--- src/rtl/region_chk_pkg.sv ---
package region_chk_pkg;
  localparam int PAGE_BITS = 12;
  localparam int FLD_W     = 3;

  typedef enum logic [FLD_W-1:0] {
    FLD_BASE_LO = 3'd0,
    FLD_BASE_HI = 3'd1,
    FLD_TOP_LO  = 3'd2,
    FLD_TOP_HI  = 3'd3,
    FLD_ATTR    = 3'd4,
    FLD_IDMASK  = 3'd5
  } fld_e;
endpackage

--- src/rtl/region_regfile.sv ---
module region_regfile
  import region_chk_pkg::*;
#(
  parameter int NUM_REGIONS = 9,
  parameter int NUM_FILTERS = 4,
  parameter int ADDR_W      = 64,
  localparam int RIDX_W     = $clog2(NUM_REGIONS),
  localparam int RA_W       = RIDX_W + FLD_W
) (
  input  logic                   clk_i,
  input  logic                   rst_ni,
  input  logic                   we_i,
  input  logic [RA_W-1:0]        addr_i,
  input  logic [31:0]            wdata_i,
  output logic [31:0]            rdata_o,
  output logic [ADDR_W-1:0]      base_o [NUM_REGIONS],
  output logic [ADDR_W-1:0]      top_o  [NUM_REGIONS],
  output logic [1:0]             perm_o [NUM_REGIONS],
  output logic [NUM_FILTERS-1:0] fen_o  [NUM_REGIONS],
  output logic [31:0]            idm_o  [NUM_REGIONS]
);
  localparam int PG_W  = ADDR_W - PAGE_BITS;
  localparam int LO_PG = 32 - PAGE_BITS;
  localparam int HI_W  = ADDR_W - 32;

  logic [RIDX_W-1:0] rsel;
  fld_e              fsel;
  assign rsel = addr_i[RA_W-1:FLD_W];
  assign fsel = fld_e'(addr_i[FLD_W-1:0]);

  for (genvar r = 0; r < NUM_REGIONS; r++) begin : g_reg
    logic hit;
    logic [1:0]  perm_q;
    logic [31:0] idm_q;
    assign hit = we_i && (rsel == RIDX_W'(r));

    always_ff @(posedge clk_i or negedge rst_ni) begin
      if (!rst_ni) begin
        perm_q <= '0;
        idm_q  <= '0;
      end else if (hit) begin
        if (fsel == FLD_ATTR)   perm_q <= wdata_i[31:30];
        if (fsel == FLD_IDMASK) idm_q  <= wdata_i;
      end
    end
    assign perm_o[r] = perm_q;
    assign idm_o[r]  = idm_q;

    if (r == 0) begin : g_bg
      // background region: fixed span, enabled on every filter
      assign base_o[r] = '0;
      assign top_o[r]  = '1;
      assign fen_o[r]  = '1;
    end else begin : g_prog
      logic [PG_W-1:0]        base_q, top_q;
      logic [NUM_FILTERS-1:0] fen_q;
      always_ff @(posedge clk_i or negedge rst_ni) begin
        if (!rst_ni) begin
          base_q <= '0;
          top_q  <= '0;
          fen_q  <= '0;
        end else if (hit) begin
          case (fsel)
            FLD_BASE_LO: base_q[LO_PG-1:0]    <= wdata_i[31:PAGE_BITS];
            FLD_BASE_HI: base_q[PG_W-1:LO_PG] <= wdata_i[HI_W-1:0];
            FLD_TOP_LO:  top_q[LO_PG-1:0]     <= wdata_i[31:PAGE_BITS];
            FLD_TOP_HI:  top_q[PG_W-1:LO_PG]  <= wdata_i[HI_W-1:0];
            FLD_ATTR:    fen_q                <= wdata_i[NUM_FILTERS-1:0];
            default: ;
          endcase
        end
      end
      assign base_o[r] = {base_q, {PAGE_BITS{1'b0}}};
      assign top_o[r]  = {top_q, {PAGE_BITS{1'b1}}};
      assign fen_o[r]  = fen_q;
    end
  end

  always_comb begin
    rdata_o = '0;
    if (int'(rsel) < NUM_REGIONS) begin
      case (fsel)
        FLD_BASE_LO: rdata_o = base_o[rsel][31:0];
        FLD_BASE_HI: rdata_o = 32'(base_o[rsel][ADDR_W-1:32]);
        FLD_TOP_LO:  rdata_o = top_o[rsel][31:0];
        FLD_TOP_HI:  rdata_o = 32'(top_o[rsel][ADDR_W-1:32]);
        FLD_ATTR:    rdata_o = {perm_o[rsel], {(30-NUM_FILTERS){1'b0}}, fen_o[rsel]};
        FLD_IDMASK:  rdata_o = idm_o[rsel];
        default:     rdata_o = '0;
      endcase
    end
  end
endmodule

--- config.mk ---
export PLATFORM = sky130hd
export DESIGN_NAME = region_regfile
export DESIGN_NICKNAME = d
export VERILOG_FILES = /design/src/rtl/region_chk_pkg.sv /design/src/rtl/region_regfile.sv
export SDC_FILE = /design/constraint.sdc
export NUM_CORES = 2
export LEC_CHECK = 0
export ABC_AREA = 1
export BUFFER_PORTS_ARGS = -buffer_cell sky130_fd_sc_hd__buf_4
export CORE_AREA = 2 2 605 607
export CTS_BUF_LIST = sky130_fd_sc_hd__clkbuf_2 sky130_fd_sc_hd__clkbuf_4 sky130_fd_sc_hd__clkbuf_8
export DETAILED_ROUTE_END_ITERATION = 10
export DIE_AREA = 0 0 607 609
export GPL_TIMING_DRIVEN = 0
export PLACE_DENSITY_LB_ADDON = 0.15
export SYNTH_ARGS = -nofsm -noshare
export SYNTH_HDL_FRONTEND = slang
export SYNTH_SLANG_ARGS = --single-unit
export TNS_END_PERCENT = 30
--- constraint.sdc ---
create_clock -name clk_i -period 2 [get_ports clk_i]
set_clock_uncertainty 0.1 [all_clocks]
set_input_delay 0.3 -clock clk_i [delete_from_list [all_inputs] [get_ports clk_i]]
set_output_delay 0.3 -clock clk_i [all_outputs]
set_load 0.02 [all_outputs]
==> flow_summary.toml <==
[cts]
clockRootBuffer = "clkbuf_8"
clkTransAtPathRegs_ns = 0.06
clkLatencyLatePin_ns = 0.99
cts_tree = "done"
cts_buffers = 237
clockBufferDepth = 4
clkSinkCount = 1170
htreeDepth = 4

[die]
initial_core_util_pct = 15.2
core_um2 = 364000
die_h_um = 609
die_w_um = 607
die-area_um2 = 370000
ios = 1568
rows = 222

[drt]
drt_iter0_drc = 6165
first_pass_iters = 6
wirelength_um = 538000
ant_nets = 0
drc = 0
via_per_inst = 4.33
routedWlPerCell_um = 37.4
vias = 62300

[final_layout]
instances_no_fill = 14400
drive_gt1_share_pct = 35.4
num-nets-final = 9395
area_growth_pct = 54.2

[yosys]
yosys_warnings = 0
syn_inst = 7215
syn_area_per_cell_um2 = 7.67
yosysUniqueCellTypes = 24
synth.cell_area_um2 = 55400
ys_seq_elements = 1170
synth_top_cell_area_share_pct = 52.9
yosys.area.top_type = "dfrtp_1"
yosysSeqAreaShare_pct = 52.9
yosys-top-cells-area = "dfrtp_1, nand2_1, o21ai_0"

[job]
maxCapViolCount = 0

[setup_path]
critPathKind = "register to primary output"
crit_family = "simple AND/OR/NAND/NOR gates"
crit_path_end_kind = "primary output"
cp_common_cell = "nand2_2"
critPathArrivalTime_ns = 2.74
slowest_stage = "dfrtp_2"
path_buf_inv = 1
max_stage_delay_ns = 0.48
worstSetupStartpointType = "register"
required_ns = 1.60
r2r_slack_ns = 0.86
cp_max_fo = 2
worstPathCellList = "nand2_2 > nand2_2 > nand2_4 > nand2_4 > nand2_1 > nand3_1 > nand2_1 > nand2_2 > nor2_4 > nand2_2 > buf_6"

[pwr]
p_seq_share_pct = 38.0
switching_share_pct = 37.4
p_clk_share_pct = 37.2
p_sw_mw = 27.8
power_frac_comb_pct = 24.8
ir_drop_uv = 542
p_int_mw = 46.5
power_mw = 74.3
power_density_nw_per_um2 = 869
p_leak_nw = 42.7

[timing]
fmax_ghz = 0.319
setup_violations = 1070
drv_slew = 0
hold_viol = 446
rsz0062_at_grt = "yes"
maxSlewHeadroom_pct = 3.70
tightest_slew_ns = 1.44
min_period_ns = 3.14
holdWs_ns = -0.881
setup_ws_ns = -1.14
min_period_over_period_pct = 157

[place]
place_ws_ns = -2.92
place_congestion = 0.937
hpwl_um = 442000
io_buffers = 1242
place_inst = 13600

[global_route]
grt_pass1_vias = 58500
grt_overflow = 0
antenna_found_initial = 56
grt_use_total_pct = 28.0
grt_max_degree = 163
grt_pass1_wl_um = 666000

[outcome]
outcome = "complete, but fails checks"
violations = "negative hold slack, negative setup slack"

[hold_path]
hp-class = "input port to async pin"
-- repair_timing --
| action | 4_1_cts | 5_1_grt |
|---|---|---|
| resized for setup | 870 | 868 |
| buffers inserted | 114 | 178 |
| hold buffers | 40 | 3 |
| gates cloned | 0 | 3 |
| hold endpoints to repair | 535 | 451 |
| setup endpoints to repair | 2067 | 1917 |
| pin swaps | 114 | 174 |
-- final timing paths --
check	start	to	cells after the start
max	g_reg[4].g_prog.top_q[23]$_DFFE_PN0P_	rdata_o[3]	11
min	rst_ni	g_reg[8].idm_q[8]$_DFFE_PN0P_	1
max reg2reg	g_reg[7].g_prog.top_q[23]$_DFFE_PN0P_	g_reg[7].g_prog.top_q[23]$_DFFE_PN0P_	4
min reg2reg	g_reg[3].idm_q[25]$_DFFE_PN0P_	g_reg[3].idm_q[25]$_DFFE_PN0P_	2
max in group asynchronous	rst_ni	g_reg[4].g_prog.top_q[16]$_DFFE_PN0P_	5
min in group clk_i	addr_i[2]	g_reg[8].g_prog.base_q[22]$_DFFE_PN0P_	5
-- state kept, by name, summed over array words and instances, names as in the netlist --
signal,count
g.perm_q,18
g.g_prog.top_q,416
g.g_prog.fen_q,32
g.g_prog.base_q,416
g.idm_q,288
-- metrics by stage --
step / utilization (%) / hold WS (ns) / area [um2] / TNS (ns)
floorplan: - / -0.0956 / 56700 / -0.00623
global placement: 19.8 / 0.397 / 72000 / -
detailed placement: 19.9 / 0.157 / 72400 / -1882.07
CTS: 22.3 / -0.944 / 81300 / -246.86
global route: 23.5 / -0.878 / 85400 / -187.36
finish: 23.5 / -0.881 / 85400 / -128.85
-- worst reg2reg max path: cells and delay by family, from the launching register on --
| kind | cells | cell delay [ns] |
|---|---|---|
| flip-flops | 1 | 0.45 |
| buffers and inverters | 2 | 0.30 |
| AO/OA/AOI/OAI | 1 | 0.08 |
| AND/OR/NAND/NOR | 1 | 0.05 |
-- cell usage after synthesis --
cell type,instances
nor4_2,1
nor3_2,9
nor2_1,26
o21ai_1,306
buf_2,31
dfrtp_1,1170
clkbuf_1,479
o21bai_1,17
a22oi_1,6
nor3_1,6
nand3_1,338
conb_1,2
nor2_2,4
nand4_1,1
buf_4,324
nand2_1,3427
buf_1,35
o21ai_0,908
a21oi_1,21
clkinv_2,1
clkinv_1,1
inv_2,8
inv_1,91
nand2_2,3
-- metal layers --
layer | routed length, um | vias to the layer above | global-route usage (%)
met5 | 46 | - | 0
met4 | 43100 | 8 | 17.8
met3 | 40800 | 873 | 7.04
met2 | 254000 | 3174 | 47.1
met1 | 200000 | 31500 | 31.5
li1 | - | 26700 | -
-- power by group through the flow --
stage	clock (mW)	sequential (mW)	combinational, mW
floorplan	0	29.7	4.24
global placement	0	28.8	16.1
detailed placement	0	28.8	16.2
CTS	28.1	28.2	17.3
global route	29.0	28.3	19.2
finish	27.6	28.2	18.4
-- layout by cell type, fill, tap and decap left out, types with 6 or more instances in the layout --
cell	n
nand2_1	3001
buf_4	1555
dfrtp_1	964
o21ai_0	869
nand2_2	333
conb_1	324
o21ai_1	319
clkbuf_8	314
clkbuf_1	314
buf_6	267
dfrtp_2	206
nand3_1	190
clkbuf_4	123
nand3_2	101
clkbuf_2	97
nand2_4	95
inv_1	84
nand3_4	47
buf_8	43
dlygate4sd3_1	43
diode_2	28
buf_2	25
clkinv_2	25
nor2_4	22
o21ai_2	20
o21bai_1	14
buf_12	14
inv_2	13
buf_16	11
buf_1	8
nor3_4	8
a21oi_2	8
nor2_2	7
a21oi_4	7
a22oi_1	6
o21ai_4	6
a21oi_1	6
-- final cells by class --
class | instances | area (um2)
Inverter | 101 | 387
Antenna cell | 28 | 70.1
Clock inverter | 33 | 272
Fill cell | 40800 | 278000
Sequential cell | 1170 | 29500
Buffer | 869 | 5230
Multi-Input combinational cell | 5397 | 25600
Tap cell | 4816 | 6030
Clock buffer | 376 | 4710
Timing Repair Buffer | 1577 | 13600
-- cell families (layout without fill, tap and decap cells) --
family,Yosys count,in the layout,synth area share (%)
other cells,2,352,0.0136
simple gates,3815,3815,26.8
flops,1170,1170,52.9
buf+inv,970,2956,8.84
compound gates,1258,1258,11.5
(Power assumes the default switching activity.)
